### src/rtl/irqc_pkg.sv
package irqc_pkg;
  localparam int ADDR_W = 2;

  typedef enum logic [ADDR_W-1:0] {
    A_MASK = 2'd0,
    A_PEND = 2'd1,
    A_RSV2 = 2'd2,
    A_RSV3 = 2'd3
  } irqc_addr_e;

  function automatic logic [31:0] low_ones(input int n);
    logic [31:0] v;
    v = '0;
    for (int k = 0; k < 32; k++)
      if (k < n) v[k] = 1'b1;
    return v;
  endfunction
endpackage

### src/rtl/irqc_line_sampler.sv
module irqc_line_sampler #(
  parameter int N_LINES = 32
) (
  input  logic               clk,
  input  logic               rst_n,
  input  logic [N_LINES-1:0] line_i,
  output logic [N_LINES-1:0] line_q,
  output logic [N_LINES-1:0] rise_o
);
  logic [N_LINES-1:0] line_prev;

  always_ff @(posedge clk or negedge rst_n) begin
    if (!rst_n) begin
      line_q    <= '0;
      line_prev <= '0;
    end else begin
      line_q    <= line_i;
      line_prev <= line_q;
    end
  end

  assign rise_o = line_q & ~line_prev;
endmodule

### src/rtl/irqc_pending.sv
module irqc_pending #(
  parameter int N_LINES   = 32,
  parameter bit EDGE_MODE = 1'b1
) (
  input  logic               clk,
  input  logic               rst_n,
  input  logic [N_LINES-1:0] line_q,
  input  logic [N_LINES-1:0] rise_i,
  input  logic               clr_en_i,
  input  logic [N_LINES-1:0] clr_keep_i,
  output logic [N_LINES-1:0] pend_o
);
  logic [N_LINES-1:0] pend_q;
  logic [N_LINES-1:0] pend_d;

  generate
    if (EDGE_MODE) begin : g_edge
      always_comb begin
        pend_d = pend_q;
        if (clr_en_i) pend_d = pend_d & clr_keep_i;
        pend_d = pend_d | rise_i;
      end
    end else begin : g_level
      logic unused_lvl;
      assign unused_lvl = clr_en_i ^ (^clr_keep_i) ^ (^rise_i);
      always_comb pend_d = line_q;
    end
  endgenerate

  always_ff @(posedge clk or negedge rst_n) begin
    if (!rst_n) pend_q <= '0;
    else        pend_q <= pend_d;
  end

  assign pend_o = pend_q;
endmodule

### src/rtl/irqc_mask_reg.sv
module irqc_mask_reg #(
  parameter int N_LINES  = 32,
  parameter int N_NOMASK = 2
) (
  input  logic               clk,
  input  logic               rst_n,
  input  logic               wr_en_i,
  input  logic [N_LINES-1:0] wdata_i,
  output logic [N_LINES-1:0] mask_o
);
  localparam logic [31:0] FORCED32 = irqc_pkg::low_ones(N_NOMASK);
  localparam logic [N_LINES-1:0] FORCED = FORCED32[N_LINES-1:0];

  logic [N_LINES-1:0] mask_q;

  always_ff @(posedge clk or negedge rst_n) begin
    if (!rst_n)       mask_q <= FORCED;
    else if (wr_en_i) mask_q <= wdata_i | FORCED;
  end

  assign mask_o = mask_q | FORCED;
endmodule

### src/rtl/irqc_req_gen.sv
module irqc_req_gen #(
  parameter int N_LINES = 32
) (
  input  logic               clk,
  input  logic               rst_n,
  input  logic [N_LINES-1:0] pend_i,
  input  logic [N_LINES-1:0] mask_i,
  input  logic               gie_i,
  output logic               irq_o
);
  logic [N_LINES-1:0] hit;
  logic               irq_q;

  genvar g;
  generate
    for (g = 0; g < N_LINES; g++) begin : g_hit
      assign hit[g] = pend_i[g] & mask_i[g];
    end
  endgenerate

  always_ff @(posedge clk or negedge rst_n) begin
    if (!rst_n) irq_q <= 1'b0;
    else        irq_q <= gie_i & (|hit);
  end

  assign irq_o = irq_q;
endmodule

### src/rtl/irqc_top.sv
module irqc_top #(
  parameter int N_LINES   = 32,
  parameter int N_NOMASK  = 2,
  parameter bit EDGE_MODE = 1'b1
) (
  input  logic                        clk,
  input  logic                        rst_n,
  input  logic [N_LINES-1:0]          line_i,
  input  logic                        gie_i,
  input  logic                        bus_wr_i,
  input  logic [irqc_pkg::ADDR_W-1:0] bus_addr_i,
  input  logic [N_LINES-1:0]          bus_wdata_i,
  output logic [N_LINES-1:0]          bus_rdata_o,
  output logic                        irq_o
);
  import irqc_pkg::*;

  logic [N_LINES-1:0] line_q;
  logic [N_LINES-1:0] rise;
  logic [N_LINES-1:0] status_q;
  logic [N_LINES-1:0] mask_q;
  logic               mask_we;
  logic               pend_we;

  assign mask_we = bus_wr_i && (bus_addr_i == A_MASK);
  assign pend_we = bus_wr_i && (bus_addr_i == A_PEND);

  irqc_line_sampler #(.N_LINES(N_LINES)) u_samp (
    .clk    (clk),
    .rst_n  (rst_n),
    .line_i (line_i),
    .line_q (line_q),
    .rise_o (rise)
  );

  irqc_pending #(.N_LINES(N_LINES), .EDGE_MODE(EDGE_MODE)) u_pend (
    .clk        (clk),
    .rst_n      (rst_n),
    .line_q     (line_q),
    .rise_i     (rise),
    .clr_en_i   (pend_we),
    .clr_keep_i (bus_wdata_i),
    .pend_o     (status_q)
  );

  irqc_mask_reg #(.N_LINES(N_LINES), .N_NOMASK(N_NOMASK)) u_mask (
    .clk     (clk),
    .rst_n   (rst_n),
    .wr_en_i (mask_we),
    .wdata_i (bus_wdata_i),
    .mask_o  (mask_q)
  );

  irqc_req_gen #(.N_LINES(N_LINES)) u_req (
    .clk    (clk),
    .rst_n  (rst_n),
    .pend_i (status_q),
    .mask_i (mask_q),
    .gie_i  (gie_i),
    .irq_o  (irq_o)
  );

  always_comb begin
    case (bus_addr_i)
      A_MASK:  bus_rdata_o = mask_q;
      A_PEND:  bus_rdata_o = status_q;
      default: bus_rdata_o = '0;
    endcase
  end
endmodule

### config.mk
export PLATFORM = sky130hd
export DESIGN_NAME = irqc_top
export DESIGN_NICKNAME = d
export VERILOG_FILES = /design/src/rtl/irqc_pkg.sv /design/src/rtl/irqc_line_sampler.sv /design/src/rtl/irqc_pending.sv /design/src/rtl/irqc_mask_reg.sv /design/src/rtl/irqc_req_gen.sv /design/src/rtl/irqc_top.sv
export SDC_FILE = /design/constraint.sdc
export NUM_CORES = 1
export LEC_CHECK = 0
export BUFFER_PORTS_ARGS = -buffer_cell sky130_fd_sc_hd__buf_2
export CAP_MARGIN = 20
export CORE_MARGIN = 2
export CORE_UTILIZATION = 54
export CTS_CLUSTER_DIAMETER = 100
export DETAILED_ROUTE_END_ITERATION = 6
export GPL_TIMING_DRIVEN = 0
export PLACE_DENSITY = 0.9
export SYNTH_ARGS = -nofsm -noshare
export SYNTH_HDL_FRONTEND = slang
export SYNTH_SLANG_ARGS = --single-unit
export TNS_END_PERCENT = 100
### constraint.sdc
create_clock -name clk -period 1.8 [get_ports clk]
set_input_delay 0.36 -clock clk [delete_from_list [all_inputs] [get_ports clk]]
set_output_delay 0.36 -clock clk [all_outputs]
set_load 0.005 [all_outputs]
# Word level (Yosys, flattened, before mapping)
# Index checks and enable logic that the tools add are counted.
# totals
memories	0
latch_bits	0
ff_bits	127
ramBits	0
romBits	0
elab_cells	47
inputBits	70
out_inout_bits	33
# classes
mul	0
eq_ne	1
shifts	0
reduce_logical	4
n_addsub	0
div	0
bitwise	35
n_mux	2
order_cmp	0
# ops
op	n
$and 32x32->32	2
$pmux 32 s2	1
$mux 32	1
$not 32->32	1
$or 32x32->32	1
$reduce_or 32->1	1
$and 1x1->1	31
$eq 2x1->1 const B	1
$logic_and 1x1->1	2
$logic_not 2->1	1

# Logic depth before layout (Yosys ltp)
# Gate-level depths: netlist of run 1.
# depth
word_depth	4
ltp_mapped	5
ltp_nobuf	4

# By module
# Synthesis of run 1 repeated with hierarchy kept, for this count alone.
# hier_totals
hier_cells	357
hier_area_um2	5291.3
# modules_own_cells
mod	seq_area_each_um2	instances	area_per_inst_um2	cells_each
irqc_line_sampler	1601.5	1	2042.0	96
irqc_pending	800.8	1	1263.7	99
irqc_mask_reg	750.7	1	1253.7	66
irqc_top	0.0	1	545.5	74
irqc_req_gen	25.0	1	186.4	22

# Least setup slack after synthesis of run 1
# OpenSTA, ideal clock, no wires.
# synth_path
kind	input -> output
from	input port bus_addr_i[0] (netlist bit)
to	output port bus_rdata_o[10]
arrival_time_ps	1012
cell_stages	4
setup_slack_ps	428
t_required_ps	1440
n_path_buf	2
path_cell_list	buf_4 buf_2 mux2i_1 nor2_1
# synth_via
elab_chain_cells	2
word_cells_on_any_way	3
cone_classes	eq/ne (1); mux (1); reduce/logical (1)
# synth_rtl
item	line	rtl
start: declaration	irqc_top.sv:11	input logic [irqc_pkg::ADDR_W-1:0] bus_addr_i,
$eq 2x1->1 or $logic_not 2->1 (tied branches)	irqc_top.sv:64	case (bus_addr_i)
$pmux 32 s2 (*)	irqc_top.sv:64	
end: declaration	irqc_top.sv:13	output logic [N_LINES-1:0] bus_rdata_o,
# Mark *: on every way between the ends. The rest lies on a longest branch, timed or not.

# Worst setup path in the final report of run 1
# layout_path
from	input port bus_addr_i[0] (netlist bit)
to	output port bus_rdata_o[24]
# Same word-level chain as after synthesis.

==> reports/metrics.cfg, run 1 <==
[timing]
maxSlewViolCount = 0
max_freq_ghz = 0.578
fin_skew_ns = 0.00548
layout_setup_ws_ns = 0.0695
post-route-min-period_ns = 1.73
hold_violations = 0
slew_headroom = 0.561
min_period_over_period = 0.961
worstMarginPinSlew_ns = 0.659
final-setup-viol-count = 0
rsz0062_at_grt = false

[final_layout]
nNetsFinal = 575
instances_no_fill = 627
area_delta_synth_final_pct = 32.4
drive_above_1_share = 0.328
final.fill_count = 565

[power]
p_leak_nw = 3.02
peakVddDrop_mv = 0.671
p_per_area_nw_per_um2 = 1150

[grt]
first_global_vias = 3720
grt_pass1_wl_mm = 18.5
antenna_found_initial = 1
grt_max_degree = 76
gr-total-overflow = 0
grt.total_usage = 0.255

[logic_synthesis]
synth_seq_area_share = 0.672
synthTopCellsByCount = dfrtp_1 (127), o21ai_0 (64), inv_1 (34), mux2i_1 (30), nor2_1 (30)
syn_avg_cell_area_sq_um = 13.4
yosys_most_used_dff = dfrtp_1
synth_warnings = 0
synth-async-reset-ratio = 1.00
netlist_area_sq_um = 4730
synth_edf_count = 0
syn_nets = 422
synth_xor_area_frac = 0
synth-compound-area-share = 0.0979
synth_mux_area_frac = 0.151
synthSimpleGateAreaFrac = 0.0333
synth_most_common_cell = dfrtp_1
synth.largest_area_cell = dfrtp_1
yosysUniqueCellTypes = 22
synth_top_area_share = 0.672
synth_top_family_by_area = multiplexers
syn_inst = 352
synthTopCellsByArea = dfrtp_1 (67%), o21ai_0 (6.8%), mux2_4 (6.3%), mux2i_1 (6.3%), inv_1 (2.7%)
synth-seq-cells = 127
synth_fa_ha_area_frac = 0

[setup_path]
cp_common_cell = buf_2
r2r_end = u_req.irq_o
slowest_stage = buf_2
cp-startpoint = bus_addr_i[0]
crit_path_start_kind = input port
cpPeakStageDelay_ns = 0.32
endpoint_kind = output port
crit_chain = buf_4 -> buf_2 -> mux2i_1 -> nor2_1 -> buf_2
reg2reg_depth = 4
r2r-start = u_mask.mask_q[16]
crit_arrival_ns = 1.37
cp_data_required_time_ns = 1.44
setup.worst_path.end = bus_rdata_o[24]
criticalPathCategory = input port to output port
reg2reg_slack_ns = 0.26
critPathMaxFanout = 10

[clock_tree]
htreeDepth = 4
cts_resized = 0
cts_hold_buf = 33
clockBufferDepth = 2
cts_tree = built
root_buffer = clkbuf_8
path_clk_slew_ns = 0.05
postCtsSetupBuffers = 0
cts_buffers = 17
clk-insertion-delay-late_ns = 0.51
cts.sinks = 127

[die]
start_util = 0.550
die_h_microns = 97.6
core-area_sq_um = 8590
die_area_sq_um = 9520
pin_count = 103
num_rows = 34
die_w_microns = 97.6

[job]
max-cap-violations = 0

[routing]
firstDrtPassIters = 5
postRouteAntennaNets = 0
detail_route.vias_per_cell = 5.32
wl_per_cell_microns = 17.9
vias = 3337
drt_wl_total_mm = 11.2
drt_drc_violations_left = 0
first_iter_violations = 189

[placement]
dp_cells = 561
io_buffers = 100
post-place-ws_ns = 0.109
gp_congestion = 0.805
dp_hpwl_mm = 6.99

[worst_hold_path]
hold_class = input port to register

[outcome]
status = complete, no violations

[sequential cells by signal, indices dropped and copies added, names as in the netlist]
register          count
u_mask.mask_q        30
u_pend.pend_o        32
u_req.irq_o           1
u_samp.line_prev     32
u_samp.line_q        32
[where the power goes]
part / total, mW / internal (mW) / switching (mW)
Sequential: 3.32 / 3.13 / 0.192
Combinational: 0.850 / 0.461 / 0.389
Clock: 3.02 / 1.85 / 1.17
Total: 7.19 / 5.43 / 1.76
[cells by family (layout without fill, tap and decap cells)]
logic type      after synthesis  after routing
other cells                   0              1
simple gates                 35             35
buf+inv                      48            214
compound gates               82             82
mux                          60             60
flops                       127            127
[worst min-delay path by stage]
stage | slack (ns) | end | from | cells after the start
after floorplan | 0.06 | u_mask.mask_q[10] | rst_n | 0
after global placement | 0.36 | u_samp.line_prev[25] | u_samp.line_q[25] | 0
after detailed placement | 0.34 | u_samp.line_q[24] | rst_n | 1
after CTS | 0.07 | u_req.irq_o | gie_i | 2
after global routing | 0.08 | u_req.irq_o | gie_i | 2
final | 0.08 | u_req.irq_o | gie_i | 2
[per-layer routing]
| metal | global-route usage | part of all wire | vias up |
|---|---|---|---|
| met4 | 0.129 | 0.032 | 0 |
| met3 | 0.0683 | 0.061 | 37 |
| li1 | - | - | 1514 |
| met5 | 0 | 0 | - |
| met1 | 0.316 | 0.40 | 1648 |
| met2 | 0.414 | 0.50 | 138 |
[worst max-delay path: cells and delay by family]
family | cells | cell delay (ns)
and+or+nand+nor | 1 | 0.09
buffers and inverters | 3 | 0.63
muxes | 1 | 0.28
[stage by stage]
stage | power, mW | setup TNS (ns) | utilization | cell area [sq um] | hold WS [ns]
2_1_floorplan | 3.75 | 0 | - | 4730 | 0.0644
5_1_grt | 7.49 | 0 | 0.729 | 6260 | 0.0751
6_report | 7.19 | 0 | 0.729 | 6260 | 0.0817
4_1_cts | 7.20 | 0 | 0.729 | 6260 | 0.0677
3_5_place_dp | 4.13 | 0 | 0.628 | 5400 | 0.342
3_3_place_gp | 4.07 | -137.94 | 0.624 | 5370 | 0.357
[cells in the final DEF (no fill, tap or decap)]
| cell | count |
|---|---|
| a222oi_1 | 1 |
| a21oi_1 | 2 |
| a22o_2 | 1 |
| mux2_2 | 10 |
| mux2i_1 | 30 |
| o31a_1 | 1 |
| nor3b_4 | 1 |
| dfrtp_1 | 127 |
| buf_16 | 1 |
| clkinv_2 | 5 |
| nand3b_1 | 1 |
| inv_1 | 34 |
| clkbuf_16 | 16 |
| mux2_4 | 20 |
| o21ai_0 | 64 |
| nand4_1 | 3 |
| buf_4 | 1 |
| buf_6 | 5 |
| clkinvlp_4 | 5 |
| clkbuf_8 | 2 |
| nor2_1 | 30 |
| dlygate4sd3_1 | 33 |
| a22oi_1 | 7 |
| clkbuf_1 | 9 |
| bufinv_16 | 1 |
| buf_2 | 102 |
| a22o_1 | 2 |
| diode_2 | 1 |
| a211oi_1 | 1 |
| a221oi_1 | 3 |
[layout make-up]
| class | count | area, sq um | area share |
|---|---|---|---|
| inverter | 34 | 128 | 0.0204 |
| clock buffer | 21 | 439 | 0.0701 |
| multi-input combinational | 177 | 1330 | 0.213 |
| buffer | 14 | 90.1 | 0.0144 |
| sequential | 127 | 3180 | 0.507 |
| timing repair buffer | 134 | 865 | 0.138 |
| clock inverter | 11 | 92.6 | 0.0148 |
| antenna | 1 | 2.50 | 0.000400 |
| tap | 108 | 135 | 0.0216 |
Power figures use the tool's default switching activity.
==> run 2, diff against run 1 <==
--- a/config.mk
+++ b/config.mk
@@ -8,11 +8,11 @@
 export BUFFER_PORTS_ARGS = -buffer_cell sky130_fd_sc_hd__buf_2
 export CAP_MARGIN = 20
 export CORE_MARGIN = 2
-export CORE_UTILIZATION = 54
+export CORE_UTILIZATION = 30
 export CTS_CLUSTER_DIAMETER = 100
 export DETAILED_ROUTE_END_ITERATION = 6
 export GPL_TIMING_DRIVEN = 0
-export PLACE_DENSITY = 0.9
+export PLACE_DENSITY = 0.6
 export SYNTH_ARGS = -nofsm -noshare
 export SYNTH_HDL_FRONTEND = slang
 export SYNTH_SLANG_ARGS = --single-unit
==> run 2 against run 1 <==
Clock power increased by 15%. Cell area decreased by 1.8%. Global-route usage decreased by 11 points. Combinational power decreased by 6.9%. Clock-buffer cell count decreased by 3. Die area increased by 76%. Fmax decreased by 0.19%. Largest power group is now clock. Non-clock buffer count decreased by 32. First-iteration DRC count decreased by 45%.
==> reports/metrics.cfg, run 2 (same netlist as run 1, synthesis figures left out) <==
[routing]
firstDrtPassIters = 4  ; was 5
detail_route.vias_per_cell = 4.36  ; was 5.32
wl_per_cell_microns = 16.6  ; was 17.9 microns
drt_drc_violations_left = 0  ; unchanged
vias = 3041  ; was 3337
first_iter_violations = 104  ; was 189
drt_wl_total_mm = 11.6  ; was 11.2 mm
postRouteAntennaNets = 0  ; unchanged

[die]
pin_count = 103  ; unchanged
start_util = 0.309  ; was 0.550
num_rows = 45  ; was 34
die_h_microns = 130  ; was 97.6 microns
core-area_sq_um = 15300  ; was 8590 sq um
die_area_sq_um = 16800  ; was 9520 sq um
die_w_microns = 130  ; was 97.6 microns

[grt]
grt.total_usage = 0.147  ; was 0.255
antenna_found_initial = 0  ; was 1
grt_pass1_wl_mm = 17.7  ; was 18.5 mm
first_global_vias = 3196  ; was 3720
grt_max_degree = 68  ; was 76
gr-total-overflow = 0  ; unchanged

[setup_path]
cp_data_required_time_ns = 1.44  ; about the same
cpPeakStageDelay_ns = 0.57  ; was 0.32 ns
critPathBufInv = 3  ; unchanged
criticalPathCategory = input port to output port  ; unchanged
slowest_stage = clkbuf_1  ; was buf_2
critPathMaxFanout = 10  ; unchanged
crit_chain = buf_6 -> clkbuf_1 -> nor2_1 -> buf_2  ; was buf_4 -> buf_2 -> mux2i_1 -> nor2_1 -> buf_2
reg2reg_slack_ns = 0.20  ; was 0.26 ns
r2r_end = u_req.irq_o  ; unchanged
reg2reg_depth = 4  ; unchanged
r2r-start = u_mask.mask_q[16]  ; unchanged
cp-startpoint = bus_addr_i[1]  ; was bus_addr_i[0]
path_delay_family = buffers and inverters  ; unchanged
endpoint_kind = output port  ; unchanged
crit_path_start_kind = input port  ; unchanged
crit_arrival_ns = 1.37  ; about the same

[clock_tree]
root_buffer = clkbuf_16  ; was clkbuf_8
htreeDepth = 4  ; unchanged
cts_buffers = 17  ; unchanged
path_clk_slew_ns = 0.06  ; was 0.05 ns
cts.sinks = 127  ; unchanged
cts_tree = built  ; unchanged
clockBufferDepth = 2  ; unchanged
clk-insertion-delay-late_ns = 0.41  ; was 0.51 ns

[timing]
fin_skew_ns = 0.00406  ; was 0.00548 ns
worstMarginPinSlew_ns = 0.734  ; was 0.659 ns
min_period_over_period = 0.963  ; was 0.961
maxSlewViolCount = 0  ; unchanged
slew_headroom = 0.510  ; was 0.561
max_freq_ghz = 0.577  ; was 0.578 GHz
final-setup-viol-count = 0  ; unchanged
rsz0062_at_grt = false  ; unchanged
hold_violations = 0  ; unchanged
hold_ws_ns = 0.0521  ; was 0.0817 ns
post-route-min-period_ns = 1.73  ; about the same

[placement]
dp_hpwl_mm = 8.06  ; was 6.99 mm
io_buffers = 100  ; unchanged
gp_congestion = 0.719  ; was 0.805

[power]
p_seq_frac = 0.437  ; was 0.461
p_int_mw = 5.75  ; was 5.43 mW
combPwrFrac = 0.105  ; was 0.118
p_leak_nw = 2.92  ; was 3.02 nW
finalPower_mw = 7.57  ; was 7.19 mW
power.share.clock = 0.459  ; was 0.420
switching_share = 0.240  ; was 0.244
p_per_area_nw_per_um2 = 1230  ; was 1150 nW/um^2
peakVddDrop_mv = 0.634  ; was 0.671 mV
switchingPower_mw = 1.82  ; was 1.76 mW

[final_layout]
final_util = 0.402  ; was 0.729
final_common_cell = dfrtp_1  ; unchanged
final_cell_mix = dfrtp_1 (127), buf_2 (100), o21ai_0 (64)  ; was dfrtp_1 (127), buf_2 (102), o21ai_0 (64)
drive_above_1_share = 0.360  ; was 0.328
antenna_cells = 0  ; was 1
nNetsFinal = 543  ; was 575
area_delta_synth_final_pct = 30.1  ; was 32.4%

[worst_hold_path]
hold_end = u_samp.line_q[24]  ; was u_req.irq_o
worstHoldPathCells = 1  ; was 2
hold_class = input port to register  ; unchanged
worstHoldStart = line_i[24]  ; was gie_i

[job]
max-cap-violations = 0  ; unchanged

[outcome]
status = complete, no violations  ; unchanged

[run 2: changes by cell type in the layout (fill, tap and decap cells not counted), sizes merged]
cell and delta:
buf -1, bufinv +2, clkbuf -2, clkinvlp +1
diode -1, dlygate4sd3 -32
[run 2: cell type report]
cell class | count | area [sq um]
plain buffers | 14 | 97.6
clock buffers | 18 | 439
clock inverters | 14 | 168
fillers | 1505 | 9160
inverters | 34 | 128
multi-input cells | 177 | 1330
flip-flops and latches | 127 | 3180
well taps | 211 | 264
repair buffers | 102 | 544
[run 2: worst max path at each step]
stage,to,cells past startpoint
global placement,u_samp.line_prev[25],1
detailed placement,bus_rdata_o[20],5
global route,bus_rdata_o[19],5
floorplan,bus_rdata_o[10],4
finish,bus_rdata_o[18],4
CTS,bus_rdata_o[31],4
[run 2: timing repair]
item / in CTS / in global routing
setup endpoints to repair: 3 / 6
setup buffers: 0 / 0
gates resized for setup: 2 / 3
hold buffers: 1 / 0
endpoints found under the hold margin: 60 / 0
[run 2: routing by layer]
layer	routed length [microns]	part of all wire	global-route usage
met4	119	0.010	0.0512
met1	5450	0.47	0.195
met2	5500	0.47	0.229
met3	535	0.046	0.0458
met5	0	0	0
[run 2: power by group through the flow]
stage / Combinational (mW) / Sequential [mW] / Clock (mW)
after floorplan: 0.457 / 3.30 / 0
after global placement: 0.785 / 3.33 / 0
after detailed placement: 0.812 / 3.35 / 0
after CTS: 0.817 / 3.31 / 3.56
after global routing: 0.888 / 3.34 / 3.69
final: 0.791 / 3.31 / 3.47
[run 2: metrics by stage]
stage | setup TNS (ns) | cells | setup slack [ns] | cell area [sq um]
after floorplan | 0 | 352 | 0.428 | 4730
after global placement | -159.28 | 663 | -1.26 | 5490
after detailed placement | -0.0130 | 664 | -0.0117 | 5530
after CTS | 0 | 697 | 0.00340 | 6150
after global routing | 0 | 697 | 0.0126 | 6150
final | 0 | 697 | 0.0662 | 6150
==> run 3, diff against run 2 <==
--- a/config.mk
+++ b/config.mk
@@ -13,6 +13,7 @@
 export DETAILED_ROUTE_END_ITERATION = 6
 export GPL_TIMING_DRIVEN = 0
 export PLACE_DENSITY = 0.6
+export REMOVE_ABC_BUFFERS = 1
 export SYNTH_ARGS = -nofsm -noshare
 export SYNTH_HDL_FRONTEND = slang
 export SYNTH_SLANG_ARGS = --single-unit
==> run 3 against run 2 <==
Wire length down 11%. First-iteration DRC count down 19%. Final cell count down 1.0%. Sequential power about the same. Critical path type unchanged. Highest routed layer unchanged.
==> reports/metrics.cfg, run 3 (same netlist as run 1, synthesis figures left out) <==
[timing]
max_freq_ghz = 0.596  ; was 0.577 GHz
worstMarginPinSlew_ns = 0.789  ; was 0.734 ns
layout_setup_ws_ns = 0.123  ; was 0.0662 ns
final-setup-viol-count = 0  ; unchanged
slew_headroom = 0.474  ; was 0.510
rsz0062_at_grt = false  ; unchanged
maxSlewViolCount = 0  ; unchanged
min_period_over_period = 0.932  ; was 0.963
hold_violations = 0  ; unchanged
fin_skew_ns = 0.00476  ; was 0.00406 ns
post-route-min-period_ns = 1.68  ; was 1.73 ns

[clock_tree]
cts.sinks = 127  ; unchanged
clockBufferDepth = 2  ; unchanged
cts_buffers = 17  ; unchanged
clk-insertion-delay-late_ns = 0.40  ; was 0.41 ns
htreeDepth = 4  ; unchanged
path_clk_slew_ns = 0.06  ; about the same
cts_tree = built  ; unchanged
root_buffer = clkbuf_16  ; unchanged

[job]
max-cap-violations = 0  ; unchanged

[routing]
top_layer_used = met4  ; unchanged
m1WireLength_mm = 4.57  ; was 5.45 mm
routed-wl-met3_microns = 494  ; was 535 microns
detail_route.vias_per_cell = 4.41  ; was 4.36
first_iter_violations = 84  ; was 104
vias = 3043  ; was 3041
postRouteAntennaNets = 0  ; unchanged
wl_per_cell_microns = 15.0  ; was 16.6 microns
drt_drc_violations_left = 0  ; unchanged
drt_wl_total_mm = 10.3  ; was 11.6 mm
firstDrtPassIters = 4  ; unchanged
route.met2.wl_mm = 5.17  ; was 5.50 mm

[power]
p_per_area_nw_per_um2 = 1270  ; was 1230 nW/um^2
power.share.clock = 0.485  ; was 0.459
switchingPower_mw = 1.72  ; was 1.82 mW
p_int_mw = 6.18  ; was 5.75 mW
p_seq_frac = 0.418  ; was 0.437
switching_share = 0.218  ; was 0.240
p_leak_nw = 2.97  ; was 2.92 nW
combPwrFrac = 0.097  ; was 0.105
peakVddDrop_mv = 0.702  ; was 0.634 mV

[setup_path]
critPathMaxFanout = 34  ; was 10
criticalPathCategory = input port to output port  ; unchanged
endpoint_kind = output port  ; unchanged
crit_arrival_ns = 1.32  ; was 1.37 ns
cp_data_required_time_ns = 1.44  ; about the same
crit_path_start_kind = input port  ; unchanged

[final_layout]
final_util = 0.407  ; was 0.402
area_delta_synth_final_pct = 31.9  ; was 30.1%
nNetsFinal = 536  ; was 543
drive_above_1_share = 0.359  ; was 0.360
final_common_cell = dfrtp_1  ; unchanged
antenna_cells = 0  ; unchanged
final_cell_mix = dfrtp_1 (127), buf_2 (100), o21ai_0 (64)  ; unchanged
final.fill_count = 1515  ; was 1505

[die]
die_h_microns = 130  ; unchanged
core-area_sq_um = 15300  ; unchanged
start_util = 0.309  ; unchanged
die_area_sq_um = 16800  ; unchanged
die_w_microns = 130  ; unchanged
num_rows = 45  ; unchanged
pin_count = 103  ; unchanged

[worst_hold_path]
hold_class = input port to register  ; unchanged

[grt]
gr-total-overflow = 0  ; unchanged
first_global_vias = 3219  ; was 3196
grt_pass1_wl_mm = 16.4  ; was 17.7 mm
antenna_found_initial = 0  ; unchanged
grt_max_degree = 70  ; was 68
grt.total_usage = 0.130  ; was 0.147

[placement]
gp_congestion = 0.726  ; was 0.719
dp_hpwl_mm = 7.11  ; was 8.06 mm
io_buffers = 102  ; was 100
post-place-ws_ns = -1.13  ; was -0.0117 ns

[outcome]
status = complete, no violations  ; unchanged

[run 3: changes by cell type in the layout (fill, tap and decap cells not counted), sizes merged]
cell	before	now
clkinv	5	3
bufinv	3	5
clkinvlp	6	2
clkbuf	25	22
[run 3: worst max-delay path, stage by stage]
cell and delay, ns:
buf_2 0.60, nor2_1 0.17, buf_2 0.18
[run 3: layout make-up]
class	instances	area (sq um)	share of cell area
clock buffers	22	494	0.0793
clock inverters	10	180	0.0289
inverters	34	128	0.0205
multi-input cells	177	1330	0.214
flip-flops and latches	127	3180	0.510
well taps	211	264	0.0423
repair buffers	109	658	0.106
[run 3: what timing repair did]
action,4_1_cts,5_1_grt
setup buffers,2,0
hold endpoints to repair,58,0
gates resized for setup,1,1
pin swaps,2,0
hold buffers,1,0
setup endpoints to repair,94,12
[run 3: path summary, 6_finish.rpt]
kind	start	endpoint	slack (ns)	depth (start not counted)
min	line_i[5]	u_samp.line_q[5]	0.06	1
max in group asynchronous	rst_n	u_mask.mask_q[31]	0.58	3
max	bus_addr_i[1]	bus_rdata_o[17]	0.12	3
min reg2reg	u_samp.line_q[17]	u_samp.line_prev[17]	0.37	0
max reg2reg	u_mask.mask_q[16]	u_req.irq_o	0.17	4
min in group asynchronous	rst_n	u_mask.mask_q[6]	0.49	2
[run 3: stage by stage]
step | setup TNS (ns) | total power, mW | hold WS [ns] | cells | instance area, sq um
final | 0 | 7.91 | 0.0552 | 690 | 6240
after global routing | 0 | 8.28 | 0.0227 | 690 | 6240
after CTS | 0 | 8.03 | 0.0342 | 690 | 6230
after detailed placement | -61.55 | 4.13 | 0.360 | 655 | 5530
after global placement | -264.28 | 4.07 | 0.358 | 651 | 5410
after floorplan | -5.25 | 3.72 | 0.0644 | 338 | 4640
[run 3: per-layer routing]
metal | global-route usage | up-vias
met5 | 0 | -
met4 | 0.0386 | 0
met3 | 0.0520 | 8
met2 | 0.217 | 69
met1 | 0.157 | 1532
li1 | - | 1434
[run 3: power by group through the flow]
stage / clock [mW] / sequential, mW / combinational [mW]
floorplan: 0 / 3.30 / 0.422
detailed placement: 0 / 3.35 / 0.780
CTS: 3.94 / 3.30 / 0.788
finish: 3.84 / 3.30 / 0.765
global placement: 0 / 3.33 / 0.738
global route: 4.08 / 3.34 / 0.858
